File: src/rtl/scan_pkg.sv
// Package: shared state encoding for the column-strip scan controller.
// Assumes nothing beyond a 4-bit state register being sufficient.
package scan_pkg;

    typedef enum logic [3:0] {
        ST_IDLE,      // waiting for go
        ST_FILL0,     // first window row shifting in
        ST_FILL1,     // second window row shifting in
        ST_FILL2,     // third window row shifting in
        ST_CALC,      // compute and write one output row
        ST_STEP,      // shift in next row, more rows follow
        ST_STEP_END,  // shift in final row of strip
        ST_CALC_END,  // compute and write last row of strip
        ST_DONE       // image complete, waiting for go to drop
    } scan_state_e;

endpackage

File: src/rtl/scan_fsm.sv
// Module: scan_fsm
// Holds the sequencing state. Per strip: three fill cycles, then compute
// cycles separated by single row-step cycles, ending with a final step and
// a final compute. Assumes last_row / last_strip are valid in the states
// that test them.
module scan_fsm
    import scan_pkg::*;
(
    input  logic        clk,
    input  logic        rst_n,
    input  logic        go,
    input  logic        last_row,
    input  logic        last_strip,
    output scan_state_e state
);

    scan_state_e state_nx;

    // Next-state selection.
    always_comb begin
        state_nx = state;
        unique case (state)
            ST_IDLE:     state_nx = go ? ST_FILL0 : ST_IDLE;
            ST_FILL0:    state_nx = ST_FILL1;
            ST_FILL1:    state_nx = ST_FILL2;
            ST_FILL2:    state_nx = ST_CALC;
            ST_CALC:     state_nx = last_row ? ST_STEP_END : ST_STEP;
            ST_STEP:     state_nx = ST_CALC;
            ST_STEP_END: state_nx = ST_CALC_END;
            ST_CALC_END: state_nx = last_strip ? ST_DONE : ST_FILL0;
            ST_DONE:     state_nx = go ? ST_DONE : ST_IDLE;
            default:     state_nx = ST_IDLE;
        endcase
    end

    // State register with synchronous reset.
    always_ff @(posedge clk) begin
        if (!rst_n) state <= ST_IDLE;
        else        state <= state_nx;
    end

endmodule

File: src/rtl/scan_count.sv
// Module: scan_count
// Tracks the window's centre row (starting at 1) and the first column of the
// current strip, and flags the last compute row and the last strip.
// Assumes num_rows >= 4 and that the image size is stable during a run.
module scan_count
    import scan_pkg::*;
#(
    parameter int LANES = 4,
    parameter int ROW_W = 12,
    parameter int COL_W = 12
) (
    input  logic             clk,
    input  logic             rst_n,
    input  scan_state_e      state,
    input  logic [ROW_W-1:0] num_rows,
    input  logic [COL_W-1:0] num_cols,
    output logic             last_row,
    output logic             last_strip
);

    localparam logic [COL_W:0] LANES_C  = (COL_W+1)'(LANES);
    localparam logic [ROW_W:0] WINDOW_C = (ROW_W+1)'(3);

    logic [ROW_W-1:0] row_cnt;
    logic [COL_W-1:0] col_pos;

    // Row and strip position counters.
    always_ff @(posedge clk) begin
        if (!rst_n) begin
            row_cnt <= ROW_W'(1);
            col_pos <= '0;
        end else begin
            case (state)
                ST_IDLE: begin
                    row_cnt <= ROW_W'(1);
                    col_pos <= '0;
                end
                ST_CALC:     row_cnt <= row_cnt + ROW_W'(1);
                ST_CALC_END: begin
                    row_cnt <= ROW_W'(1);
                    col_pos <= col_pos + COL_W'(LANES);
                end
                default: ;
            endcase
        end
    end

    // Boundary flags, compared one bit wider to avoid wrap.
    always_comb begin
        last_row   = ({1'b0, row_cnt} + WINDOW_C) >= {1'b0, num_rows};
        last_strip = ({1'b0, col_pos} + LANES_C)  >= {1'b0, num_cols};
    end

endmodule

File: src/rtl/scan_addr.sv
// Module: scan_addr
// Generates the source read offset (running ahead of the row loads) and the
// result write offset. The next strip's base offsets are kept in registers
// and advanced once per strip in the first fill cycle, so no division or
// modulo is needed. Assumes row_stride is stable during a run.
module scan_addr
    import scan_pkg::*;
#(
    parameter int LANES = 4,
    parameter int OFF_W = 20
) (
    input  logic             clk,
    input  logic             rst_n,
    input  logic             go,
    input  scan_state_e      state,
    input  logic [OFF_W-1:0] row_stride,
    output logic [OFF_W-1:0] rd_offset,
    output logic [OFF_W-1:0] wr_offset
);

    localparam logic [OFF_W-1:0] STRIP_STEP = OFF_W'(LANES);

    logic [OFF_W-1:0] rd_base_nx;
    logic [OFF_W-1:0] wr_base_nx;

    // Read offset: one row ahead of the loads that consume it.
    always_ff @(posedge clk) begin
        if (!rst_n) begin
            rd_offset <= '0;
        end else begin
            case (state)
                ST_IDLE:     rd_offset <= go ? row_stride : '0;
                ST_FILL0,
                ST_FILL1,
                ST_STEP,
                ST_CALC_END: rd_offset <= rd_offset + row_stride;
                ST_STEP_END: rd_offset <= rd_base_nx;
                ST_DONE:     rd_offset <= '0;
                default:     ;
            endcase
        end
    end

    // Write offset: one row per compute, jump to next strip at strip end.
    always_ff @(posedge clk) begin
        if (!rst_n) begin
            wr_offset <= '0;
        end else begin
            case (state)
                ST_IDLE,
                ST_DONE:     wr_offset <= '0;
                ST_CALC:     wr_offset <= wr_offset + row_stride;
                ST_CALC_END: wr_offset <= wr_base_nx;
                default:     ;
            endcase
        end
    end

    // Next-strip base registers, advanced once per strip.
    always_ff @(posedge clk) begin
        if (!rst_n) begin
            rd_base_nx <= '0;
            wr_base_nx <= '0;
        end else if (state == ST_IDLE) begin
            rd_base_nx <= '0;
            wr_base_nx <= '0;
        end else if (state == ST_FILL0) begin
            rd_base_nx <= rd_base_nx + STRIP_STEP;
            wr_base_nx <= wr_base_nx + STRIP_STEP;
        end
    end

endmodule

File: src/rtl/scan_ctrl.sv
// Module: scan_ctrl (top)
// Column-strip scan controller for a streaming three-row window engine.
// Assumes a source buffer that returns data one cycle after rd_offset is
// presented, num_rows >= 4, and inputs held stable from go until done.
module scan_ctrl
    import scan_pkg::*;
#(
    parameter int LANES = 4,
    parameter int ROW_W = 12,
    parameter int COL_W = 12,
    parameter int OFF_W = 20
) (
    input  logic             clk,
    input  logic             rst_n,
    input  logic             go,
    input  logic [ROW_W-1:0] num_rows,
    input  logic [COL_W-1:0] num_cols,
    input  logic [OFF_W-1:0] row_stride,
    output logic             shift_rows,
    output logic [OFF_W-1:0] rd_offset,
    output logic [OFF_W-1:0] wr_offset,
    output logic             wr_en,
    output logic             done
);

    scan_state_e state;
    logic        last_row;
    logic        last_strip;

    scan_fsm u_fsm (
        .clk        (clk),
        .rst_n      (rst_n),
        .go         (go),
        .last_row   (last_row),
        .last_strip (last_strip),
        .state      (state)
    );

    scan_count #(
        .LANES (LANES),
        .ROW_W (ROW_W),
        .COL_W (COL_W)
    ) u_count (
        .clk        (clk),
        .rst_n      (rst_n),
        .state      (state),
        .num_rows   (num_rows),
        .num_cols   (num_cols),
        .last_row   (last_row),
        .last_strip (last_strip)
    );

    scan_addr #(
        .LANES (LANES),
        .OFF_W (OFF_W)
    ) u_addr (
        .clk        (clk),
        .rst_n      (rst_n),
        .go         (go),
        .state      (state),
        .row_stride (row_stride),
        .rd_offset  (rd_offset),
        .wr_offset  (wr_offset)
    );

    // Output strobes decoded from the registered state.
    always_comb begin
        shift_rows = (state == ST_FILL0) || (state == ST_FILL1) ||
                     (state == ST_FILL2) || (state == ST_STEP)  ||
                     (state == ST_STEP_END);
        wr_en      = (state == ST_CALC) || (state == ST_CALC_END);
        done       = (state == ST_DONE);
    end

endmodule

File: config.mk
export PLATFORM = sky130hd
export DESIGN_NAME = scan_ctrl
export DESIGN_NICKNAME = d
export VERILOG_FILES = /design/src/rtl/scan_pkg.sv /design/src/rtl/scan_fsm.sv /design/src/rtl/scan_count.sv /design/src/rtl/scan_addr.sv /design/src/rtl/scan_ctrl.sv
export SDC_FILE = /design/constraint.sdc
export NUM_CORES = 1
export LEC_CHECK = 0
export BUFFER_PORTS_ARGS = -buffer_cell sky130_fd_sc_hd__buf_2
export CORE_ASPECT_RATIO = 2
export CORE_UTILIZATION = 64
export CTS_CLUSTER_DIAMETER = 60
export DETAILED_ROUTE_END_ITERATION = 8
export PLACE_DENSITY = 0.93
export SETUP_SLACK_MARGIN = 0.4
export SLEW_MARGIN = 5
export SYNTH_ARGS = -nofsm -noshare
export SYNTH_HDL_FRONTEND = slang
export SYNTH_HIERARCHICAL = 1
export SYNTH_SLANG_ARGS = --single-unit
File: constraint.sdc
create_clock -name clk -period 7.6 [get_ports clk]
set_clock_uncertainty 0.2 [all_clocks]
set_input_delay 0.76 -clock clk [delete_from_list [all_inputs] [get_ports clk]]
set_output_delay 0.76 -clock clk [all_outputs]
set_load 0.05 [all_outputs]
# Word level (Yosys, flattened, before mapping)
# Cells that the tools add are included.
# Widths: inputs -> output; s select.
totals:
  regBits: 108
  in_bits: 47
  output_inout_bits: 43
  elab_cells: 51
op_classes:
  addsub: 8
  order_cmp: 2
  eq_ne: 8
  mux: 10
  bitwise_logic: 1
  reduce_logical: 15
op_table:
  columns: ["op", "count"]
  rows:
  - ["$pmux 20 s4", 1]
  - ["$pmux 20 s3", 1]
  - ["$pmux 12 s2", 2]
  - ["$add 20x20->20", 2]
  - ["$add 20x3->20 const B", 2]
  - ["$pmux 4 s8", 1]
  - ["$ge 13x12->1", 2]
  - ["$mux 20", 1]
  - ["$eq 4x3->1 const B", 4]
  - ["$add 12x2->13 const B", 1]
  - ["$add 12x3->13 const B", 1]
  - ["$add 12x1->12 const B", 1]
  - ["$add 12x3->12 const B", 1]
  - ["$eq 4x2->1 const B", 2]
  - ["$mux 4", 2]
  - ["$reduce_or 2->1", 4]
  - ["$logic_or 1x1->1", 5]
  - ["$eq 4x1->1 const B", 1]
  - ["$eq 4x4->1 const B", 1]
  - ["$logic_not 4->1", 1]
  - ["$reduce_bool 2->1", 2]
  - ["$reduce_bool 4->1", 1]
  - ["$reduce_or 4->1", 1]
  - ["$reduce_bool 3->1", 1]
  - ["other kinds (3)", 3]

# Depth between registers and ports, before layout
# Gate-level depths: netlist of run 1.
depth:
  depth_word: 5
  depth_mapped: 13
  ltp_nobuf: 13

# Modules after synthesis
# Netlist of run 1, hierarchy kept.
by_module_without_submodules:
  columns: ["mod", "instances", "cells_each", "area_each_um2", "seq_area_each_um2"]
  rows:
  - ["scan_addr", 1, 647, 5311.3, 1521.5]
  - ["scan_count", 1, 240, 1878.1, 440.4]
  - ["scan_fsm", 1, 21, 192.7, 80.1]
  - ["scan_ctrl", 1, 5, 50.0, 0.0]

# Least setup slack after synthesis of run 1
# Ideal clock, no wire load.
synth_path:
  path_kind: "input to register"
  startpoint: "input port row_stride[0]"
  endpoint: "register u_addr.rd_offset[10]"
  setup_time_ps: 137
  arrival_ps: 2526
  slack_ps: 4737
  path_stages: 9
  path_buffers: 0
  path_cell_list: "ha_1 > fa_1 > a211oi_1 > o21bai_1 > a21oi_1 > o21a_1 > xnor2_1 > a221oi_1 > a211oi_1"
synth_via:
  elab_chain_len: 2
synth_lines:
  columns: ["element", "line_no", "source"]
  rows:
  - ["start, declared", "scan_ctrl.sv:18", "input logic [OFF_W-1:0] row_stride,"]
  - ["$add 20x20->20", "scan_addr.sv:36", "ST_CALC_END: rd_offset <= rd_offset + row_stride;"]
  - ["$pmux 20 s4", "scan_addr.sv:31", "case (state)"]
  - ["end signal, assigned", "scan_addr.sv:32", "ST_IDLE: rd_offset <= go ? row_stride : '0;"]
  - ["end signal, assigned", "scan_addr.sv:36", null]
  - ["end signal, assigned", "scan_addr.sv:37", "ST_STEP_END: rd_offset <= rd_base_nx;"]
  - ["end, declared", "scan_addr.sv:17", "output logic [OFF_W-1:0] rd_offset,"]
# No other way between the ends.
# A chain may end at the register's enable or synchronous reset.

# Final worst setup path of run 1
layout_path:
  startpoint: "register u_fsm.state[1]"
  endpoint: "register u_addr.rd_offset[7]"
layout_via:
  elab_chain_len: 3
layout_lines:
  columns: ["element", "line_no", "source"]
  rows:
  - ["start, declared", "scan_fsm.sv:14", "output scan_state_e state"]
  - ["start signal, assigned", "scan_fsm.sv:39", "else state <= state_nx;"]
  - ["$eq 4x1->1, or another cell as far along", "scan_addr.sv:31", null]
  - ["$reduce_or 4->1", "scan_addr.sv:31", null]
  - ["$pmux 20 s4 / $reduce_bool 4->1 (equally long branches)", null, null]
# Several ways; a longest one is shown, not always the timed one.

==> flow_summary.toml, run 1 <==
[sta]
worstMarginPinSlew_ns = 1.19
setup_slack_ns = 4.38
grt_setup_unrepaired = "false"
hold_viol = 0
setup_tns_ns = 0
finalCritPeriodShare_pct = 42.3
fmax_mhz = 311
setup_viol = 0
relSlewSlack_pct = 20.3
maxSlewViolCount = 0
layout_min_cycle_time_ns = 3.22

[critical_path]
crit_type = "reg2reg"
start_kind = "register"
cp_cell_sequence = "nor2b_4 -> a21oi_1 -> o21ai_1 -> a221oi_1 -> nor4b_1"
regToRegSetupSlack_ns = 4.38
critPathArrivalTime_ns = 3.26
worstPathRequired_ns = 7.64
end_kind = "register"
slowest_delay_ns = 0.98
slowest_stage = "o21ai_1"
crit_fanout = 22

[clocking]
ctsResizeCount = 0
cts.sinks = 102
cts-root-buf = "clkbuf_16"
cts.clk_slew.worst_paths_ns = 0.07
cts_max_level = 3
cts_setup_buffers = 0
cts_buffers = 9
max-clock-path-buffers = 2
worstSkewPairLatency_ns = 0.36
ctsHoldBuffers = 0
cts_tree = "yes"

[floorplan]
die_y_microns = 154
core_area_sq_um = 11300
placementRows = 55
start_util_pct = 65.9
ios = 90
die_area_sq_um = 12100
die_w_microns = 78.2

[logic_synthesis]
synth.distinct_cells = 85
async_flop_share_pct = 0
synth_edf_count = 0
synth_nets = 1027
synth_top_area_share_pct = 27.5
synthFlopType = "dfxtp_1"
yosysWarnings = 6
syn_area_sq_um = 7430
syn_inst = 913
ys_seq_elements = 102
synth_area_per_cell_sq_um = 8.14
ys_seq_area_share_pct = 27.5
synth_area_leaders = "dfxtp_1, ha_1, xor2_1"
synth_top_area_cell = "dfxtp_1"

[place]
portBuffers = 89
place_congestion = 0.958
dp_hpwl_microns = 15100
dpl.cell_count = 1113
preCtsSetupSlack_ns = 4.35

[global_routing]
grt_pass1_wl_microns = 32800
grt.met3_usage_pct = 5.19
grt_pass1_vias = 7177
grtUsageTotal_pct = 34.4
grt_use_met2_pct = 63.2
antenna_found_initial = 0
grt_max_degree = 61
grt-busiest-layer = "met2"
use_met1_pct = 33.2
gr-total-overflow = 0

[pwr]
p_leak_nw = 3.57
powerDensity_nw_per_um2 = 185
peakVddDrop_mv = 0.177

[finish]
final_cells = 1129
mostFrequentLayoutCell = "dfxtp_1"
fillers = 894
drive_gt1_share_pct = 13.9
layout_common_cells = "dfxtp_1, buf_2, nor2_1, a21oi_1, nand2_1"
syn_to_final_growth_pct = 10.4
antenna_cells = 0
final_nets = 1096
final_util_pct = 72.7

[routing]
drtAntennaViolNets = 0
wl_microns = 20400
vias = 7326
vias_per_cell = 6.49
route.detailed.drc = 0
dr.first_iter.drc_count = 391
wl_per_cell_microns = 18.1
first_pass_iters = 8

[job]
drv_cap = 0

[worst_hold_path]
min_path_type = "reg2reg"

[run_status]
status = "complete, no violations"
[cell usage after synthesis (6+ instances only)]
library cell	count
clkbuf_1	18
nand4_1	23
buf_2	14
a22o_1	14
o31ai_1	6
o21ai_0	62
ha_1	65
o211ai_1	10
a22oi_1	6
dfxtp_1	102
o21a_1	9
a21o_1	19
a211oi_1	14
a221oi_1	10
a31oi_1	8
xor2_1	52
a21oi_1	74
or3_1	12
nor2b_1	16
nand3_1	31
nor2_1	77
inv_1	42
and3_1	11
nand2_1	73
xnor2_1	36
nor3_1	12
[path summary, 6_finish.rpt]
path / start / to / cells past startpoint
setup / recovery: u_fsm/state[1] / u_addr/rd_offset[7] / 5
hold / removal: u_count/row_cnt[11] / u_count/row_cnt[11] / 2
setup reg to reg: u_fsm/state[1] / u_addr/rd_offset[7] / 5
hold reg to reg: u_count/row_cnt[11] / u_count/row_cnt[11] / 2
[critical path: cells and delay by family, from the launching register on]
| family | cells | cell delay, ns |
|---|---|---|
| compound gates | 3 | 1.23 |
| simple gates | 2 | 0.73 |
| flops | 1 | 0.94 |
[layout make-up]
class / count / area (sq um) / area share [%]
Tap cell: 142 / 178 / 2.16
Multi-Input combinational cell: 733 / 5070 / 61.7
Inverter: 42 / 158 / 1.92
Clock buffer: 9 / 225 / 2.74
Timing Repair Buffer: 94 / 483 / 5.88
Clock inverter: 7 / 55.1 / 0.671
Sequential cell: 102 / 2040 / 24.9
[sequential cells by signal (all words and copies together) (netlist names)]
signal,cells
u_addr/rd_base_nx,18
u_addr/rd_offset,20
u_addr/wr_base_nx,18
u_addr/wr_offset,20
u_count/col_pos,10
u_count/row_cnt,12
u_fsm/state,4
[where the power goes]
part	total, mW	switching (mW)	internal, mW
Combinational	0.476	0.315	0.161
Sequential	0.593	0.0345	0.559
Clock	0.446	0.220	0.226
Total	1.52	0.569	0.946
[logic make-up after synthesis]
family / share of synthesized area, %
muxes: 0.421
AOI/OAI and AO/OA: 23.8
adders and majority gates: 11.5
and+or+nand+nor: 22.1
DFF: 27.5
xor gates and xnor gates: 10.4
buffers and inverters: 4.34
[per-stage QoR]
stage | power (mW) | hold slack, ns | instance area [sq um]
detailed placement | 1.07 | 0.276 | 7930
CTS | 1.51 | 0.285 | 8210
global placement | 1.06 | 0.260 | 7930
global route | 1.58 | 0.317 | 8210
floorplan | 0.952 | 0.249 | 7430
finish | 1.52 | 0.298 | 8210
[metal layers]
layer	up-vias	wire, microns
met5	-	0
met1	3427	7280
li1	3473	-
met3	101	1140
met2	325	10500
met4	0	1470
No activity file was read; power rests on OpenSTA's default activity.
==> inputs of run 2 (changes only) <==
CORE_UTILIZATION = 60   (was 64)
PLACE_DENSITY = 0.88   (was 0.93)
clock period = 3.3 ns   (was 7.6 ns; I/O delays follow)
==> run 2 against run 1 <==
- first-iteration DRC count increased by 16%
- power is 140% higher
- via count shrank 0.46%
- sequential share of layout area decreased by 0.46 points
- critical path depth up 8
- utilization decreased by 3.5 points
- combinational power grew 140%
- sequential cell count is the same
- register-to-register slack worse by 4.0 ns
- largest cell class unchanged
==> flow_summary.toml, run 2 (synthesized netlist as in run 1, its figures left out) <==
[run_status]
status = "complete, no violations"

[critical_path]
end_kind = "register"
worstPathRequired_ns = 3.36
start_kind = "register"
critPathArrivalTime_ns = 2.99
crit_type = "reg2reg"
crit_fanout = 4

[finish]
drive_gt1_share_pct = 16.3
mostFrequentLayoutCell = "dfxtp_1"
layout_common_cells = "dfxtp_1, buf_2, nor2_1, a21oi_1, nand2_1"
antenna_cells = 0
final_util_pct = 69.2
final_nets = 1108
syn_to_final_growth_pct = 12.9
reg.largest.list = "u_addr/rd_offset: 20 flops, u_addr/wr_offset: 20 flops"

[sta]
hold_viol = 0
setup_viol = 0
setup_tns_ns = 0
fmax_mhz = 341
relSlewSlack_pct = 51.3
finalCritPeriodShare_pct = 88.7
grt_setup_unrepaired = "true"
worstMarginPinSlew_ns = 0.730
layout_min_cycle_time_ns = 2.93
maxSlewViolCount = 0

[routing]
first_pass_iters = 7
vias_per_cell = 6.36
vias = 7292
wl_per_cell_microns = 18.0
drtAntennaViolNets = 0
route.detailed.drc = 0
wl_microns = 20600
dr.first_iter.drc_count = 452

[clocking]
cts.clk_slew.worst_paths_ns = 0.07
ctsHoldBuffers = 0
cts_tree = "yes"
worstSkewPairLatency_ns = 0.35
cts_max_level = 3
cts_buffers = 9
cts-root-buf = "clkbuf_16"
max-clock-path-buffers = 2
cts.sinks = 102

[floorplan]
placementRows = 57
die_y_microns = 159
die_w_microns = 80.7
start_util_pct = 61.3
die_area_sq_um = 12900
ios = 90
core_area_sq_um = 12100

[pwr]
total_power_mw = 3.57
p_leak_nw = 3.65
powerDensity_nw_per_um2 = 425
peakVddDrop_mv = 0.302

[global_routing]
grt_pass1_vias = 6947
grt_pass1_wl_microns = 32200
gr-total-overflow = 0
grt_max_degree = 32
antenna_found_initial = 0
grtUsageTotal_pct = 32.0

[place]
place_congestion = 0.989
dp_hpwl_microns = 15200
portBuffers = 89

[job]
drv_cap = 0

[worst_hold_path]
min_path_type = "in2reg"
run 2: worst max-delay path, cell delays in order, from the launching register on:
cell	delay (ns)
dfxtp_2	0.35
inv_2	0.05
ha_4	0.15
nand3b_1	0.25
nor2b_1	0.20
xor2_1	0.18
ha_1	0.27
a211oi_2	0.17
nor2_1	0.09
a211oi_2	0.29
o211ai_1	0.18
nor2b_1	0.20
nor3_2	0.05
a211oi_1	0.21
run 2: through the flow:
stage | hold slack, ns | area (sq um) | instances | setup WS, ns
after floorplan | 0.248 | 7430 | 913 | 0.515
final | 0.156 | 8390 | 1146 | 0.372
after detailed placement | 0.274 | 7990 | 1126 | 0.256
after CTS | 0.157 | 8310 | 1143 | 0.406
after global routing | 0.171 | 8390 | 1146 | 0.279
after global placement | 0.266 | 7990 | 1126 | 0.444
run 2: routing by layer:
metal	part of all wire, %	routed length (microns)	vias to the layer above	GRT usage, %
met3	5.1	1050	90	5.85
met2	51	10600	281	56.7
met5	0	0	-	0
met4	6.8	1400	0	21.6
li1	-	-	3495	-
met1	37	7590	3426	32.7
run 2: path summary, 6_finish.rpt:
kind                               to           startpoint  slack (ns)  cells after the start
setup / recovery       u_fsm/state[0]   u_count/row_cnt[1]        0.37                     13
hold / removal    u_addr/rd_offset[7]        row_stride[7]        0.16                      3
setup reg to reg       u_fsm/state[0]   u_count/row_cnt[1]        0.37                     13
hold reg to reg   u_count/row_cnt[11]  u_count/row_cnt[11]        0.29                      2
run 2: what timing repair did:
action,in CTS,in global routing
gates resized for setup,2,15
setup buffers,1,3
pin swaps,0,11
gates cloned,0,0
endpoints found under the setup margin,2,5
run 2: cell type report:
cell class | count | area [sq um]
repair buffers | 106 | 573
well taps | 147 | 184
fillers | 1067 | 3730
inverters | 42 | 158
flip-flops and latches | 102 | 2050
clock inverters | 5 | 58.8
clock buffers | 11 | 243
multi-input cells | 733 | 5120
run 2: report_power, final:
part / leakage [nW] / switching, mW / internal [mW]
clock network: 0.142 / 0.482 / 0.610
registers: 0.827 / 0.0641 / 1.29
logic: 2.68 / 0.742 / 0.382
total: 3.65 / 1.29 / 2.28
==> inputs of run 3 (changes only) <==
CELL_PAD_IN_SITES_DETAIL_PLACEMENT = 1   (was unset)
CELL_PAD_IN_SITES_GLOBAL_PLACEMENT = 1   (was unset)
CORE_UTILIZATION = 44   (was 60)
MAX_ROUTING_LAYER = met4   (was unset)
PLACE_DENSITY = 0.87   (was 0.88)
==> run 3 against run 2 <==
- final cell count up 5.6%
- worst hold slack got worse by 0.015 ns
- cell area grew 1.9%
- first-iteration DRC count is 44% lower
- routed wire length rose by 14%
- fmax about the same
- via count increased by 0.56%
- die area rose by 36%
- combinational power increased by 4%
- sequential cell count stayed put
- setup slack worse by 0.0017 ns
- register-to-register slack is essentially flat
- critical path type unchanged
==> flow_summary.toml, run 3 (synthesized netlist as in run 1, its figures left out) <==
[critical_path]
worstPathRequired_ns = 3.38
timing.rr.start = "u_count/row_cnt[0]"
end_kind = "register"
regToRegSetupSlack_ns = 0.37
cp-startpoint = "u_count/row_cnt[0]"
critPathArrivalTime_ns = 3.01
crit_type = "reg2reg"
crit_fanout = 4
start_kind = "register"

[sta]
hold_viol = 0
grt_setup_unrepaired = "true"
setup_viol = 0
layout_min_cycle_time_ns = 2.93
worstMarginPinSlew_ns = 0.782
relSlewSlack_pct = 47.8
fmax_mhz = 341
setup_tns_ns = 0
finalCritPeriodShare_pct = 88.8
maxSlewViolCount = 0

[place]
place_congestion = 0.961
dp_hpwl_microns = 17800
dpl.cell_count = 1188
portBuffers = 89

[floorplan]
start_util_pct = 45.5
die_w_microns = 93.9
core_area_sq_um = 16400
die_y_microns = 186
ios = 90
die_area_sq_um = 17400
placementRows = 66

[clocking]
cts_tree = "yes"
max-clock-path-buffers = 2
cts_max_level = 3
ctsHoldBuffers = 0
cts.clk_slew.worst_paths_ns = 0.08
cts.sinks = 102
worstSkewPairLatency_ns = 0.36
cts_buffers = 9
cts-root-buf = "clkbuf_16"

[global_routing]
grt_pass1_wl_microns = 36700
gr-total-overflow = 0
grt_max_degree = 34
grt_pass1_vias = 7495
antenna_found_initial = 1
grtUsageTotal_pct = 28.0

[finish]
reg.largest.list = "u_addr/rd_offset: 20 flops, u_addr/wr_offset: 20 flops"
mostFrequentLayoutCell = "dfxtp_1"
syn_to_final_growth_pct = 15.0
drive_gt1_share_pct = 17.6
final_nets = 1114
layout_common_cells = "dfxtp_1, buf_2, nor2_1, nand2_1, a21oi_1"
fillers = 2076
multi_input_area_sq_um = 5150
final_cells = 1210
regArea_sq_um = 2050

[routing]
vias = 7333
wl_per_cell_microns = 19.5
vias_per_cell = 6.06
route.detailed.drc = 0
first_pass_iters = 6
dr.first_iter.drc_count = 251
drtAntennaViolNets = 0
wl_microns = 23600

[job]
drv_cap = 0

[worst_hold_path]
min_path_type = "in2reg"
min_from = "row_stride[5]"

[run_status]
status = "complete, no violations"

[pwr]
p_leak_nw = 3.69
peakVddDrop_mv = 0.310
powerDensity_nw_per_um2 = 425
==> run 3: cell count changes in the layout (fill, tap and decap cells not counted), sizes merged <==
| cell | delta |
|---|---|
| clkinv | -1 |
| inv | +2 |
| buf | +6 |
| clkinvlp | -1 |
| diode | +1 |
==> run 3: per-stage QoR <==
stage / utilization (%) / hold WS, ns / instance area, sq um / total power, mW / setup slack [ns]
after CTS: 51.5 / 0.127 / 8430 / 3.65 / 0.405
after global placement: 49.6 / 0.262 / 8100 / 2.48 / 0.412
after detailed placement: 49.6 / 0.286 / 8100 / 2.51 / 0.282
after floorplan: - / 0.248 / 7430 / 2.19 / 0.515
final: 52.3 / 0.141 / 8550 / 3.64 / 0.370
after global routing: 52.3 / 0.161 / 8550 / 3.80 / 0.220
==> run 3: path summary, 6_finish.rpt <==
kind,to,depth (start not counted)
max,u_fsm/state[0],12
min,u_addr/rd_offset[5],3
min reg2reg,u_count/row_cnt[11],2
max reg2reg,u_fsm/state[0],12
==> run 3: layout make-up <==
| class | instances | area share, % |
|---|---|---|
| multi-input cells | 733 | 60.3 |
| well taps | 204 | 2.99 |
| repair buffers | 112 | 7.23 |
| clock buffers | 11 | 2.84 |
| flip-flops and latches | 102 | 24.0 |
| diodes | 1 | 0.0293 |
| clock inverters | 5 | 0.776 |
| inverters | 42 | 1.87 |
==> run 3: worst max-delay path, stage by stage, from the launching register on <==
cell and delay (ns):
dfxtp_4 0.37, inv_4 0.04, ha_4 0.15, nand3b_1 0.29
nor3_2 0.24, xor2_1 0.22, ha_1 0.30, a21o_1 0.20
a221oi_2 0.27, o211ai_1 0.17, nor2b_1 0.16, nor3_1 0.06
a211oi_1 0.20
==> run 3: power by group <==
group	switching, mW	internal (mW)
registers	0.0617	1.29
clock network	0.509	0.620
logic	0.769	0.391
total	1.34	2.30
==> run 3: what timing repair did <==
| action | CTS | global route |
|---|---|---|
| hold endpoints to repair | 0 | 0 |
| resized for setup | 5 | 21 |
| pin swaps | 0 | 10 |
| setup buffers | 0 | 5 |
| setup endpoints to repair | 2 | 6 |
==> run 3: layer usage <==
metal | track usage, % | part of all wire (%) | vias up | wire length (microns)
met3 | 4.17 | 3.8 | 75 | 890
met2 | 50.7 | 53 | 188 | 12600
li1 | - | - | 3512 | -
met4 | 17.5 | 6.0 | 0 | 1410
met1 | 27.4 | 37 | 3558 | 8690
met5 | - | 0 | - | 0
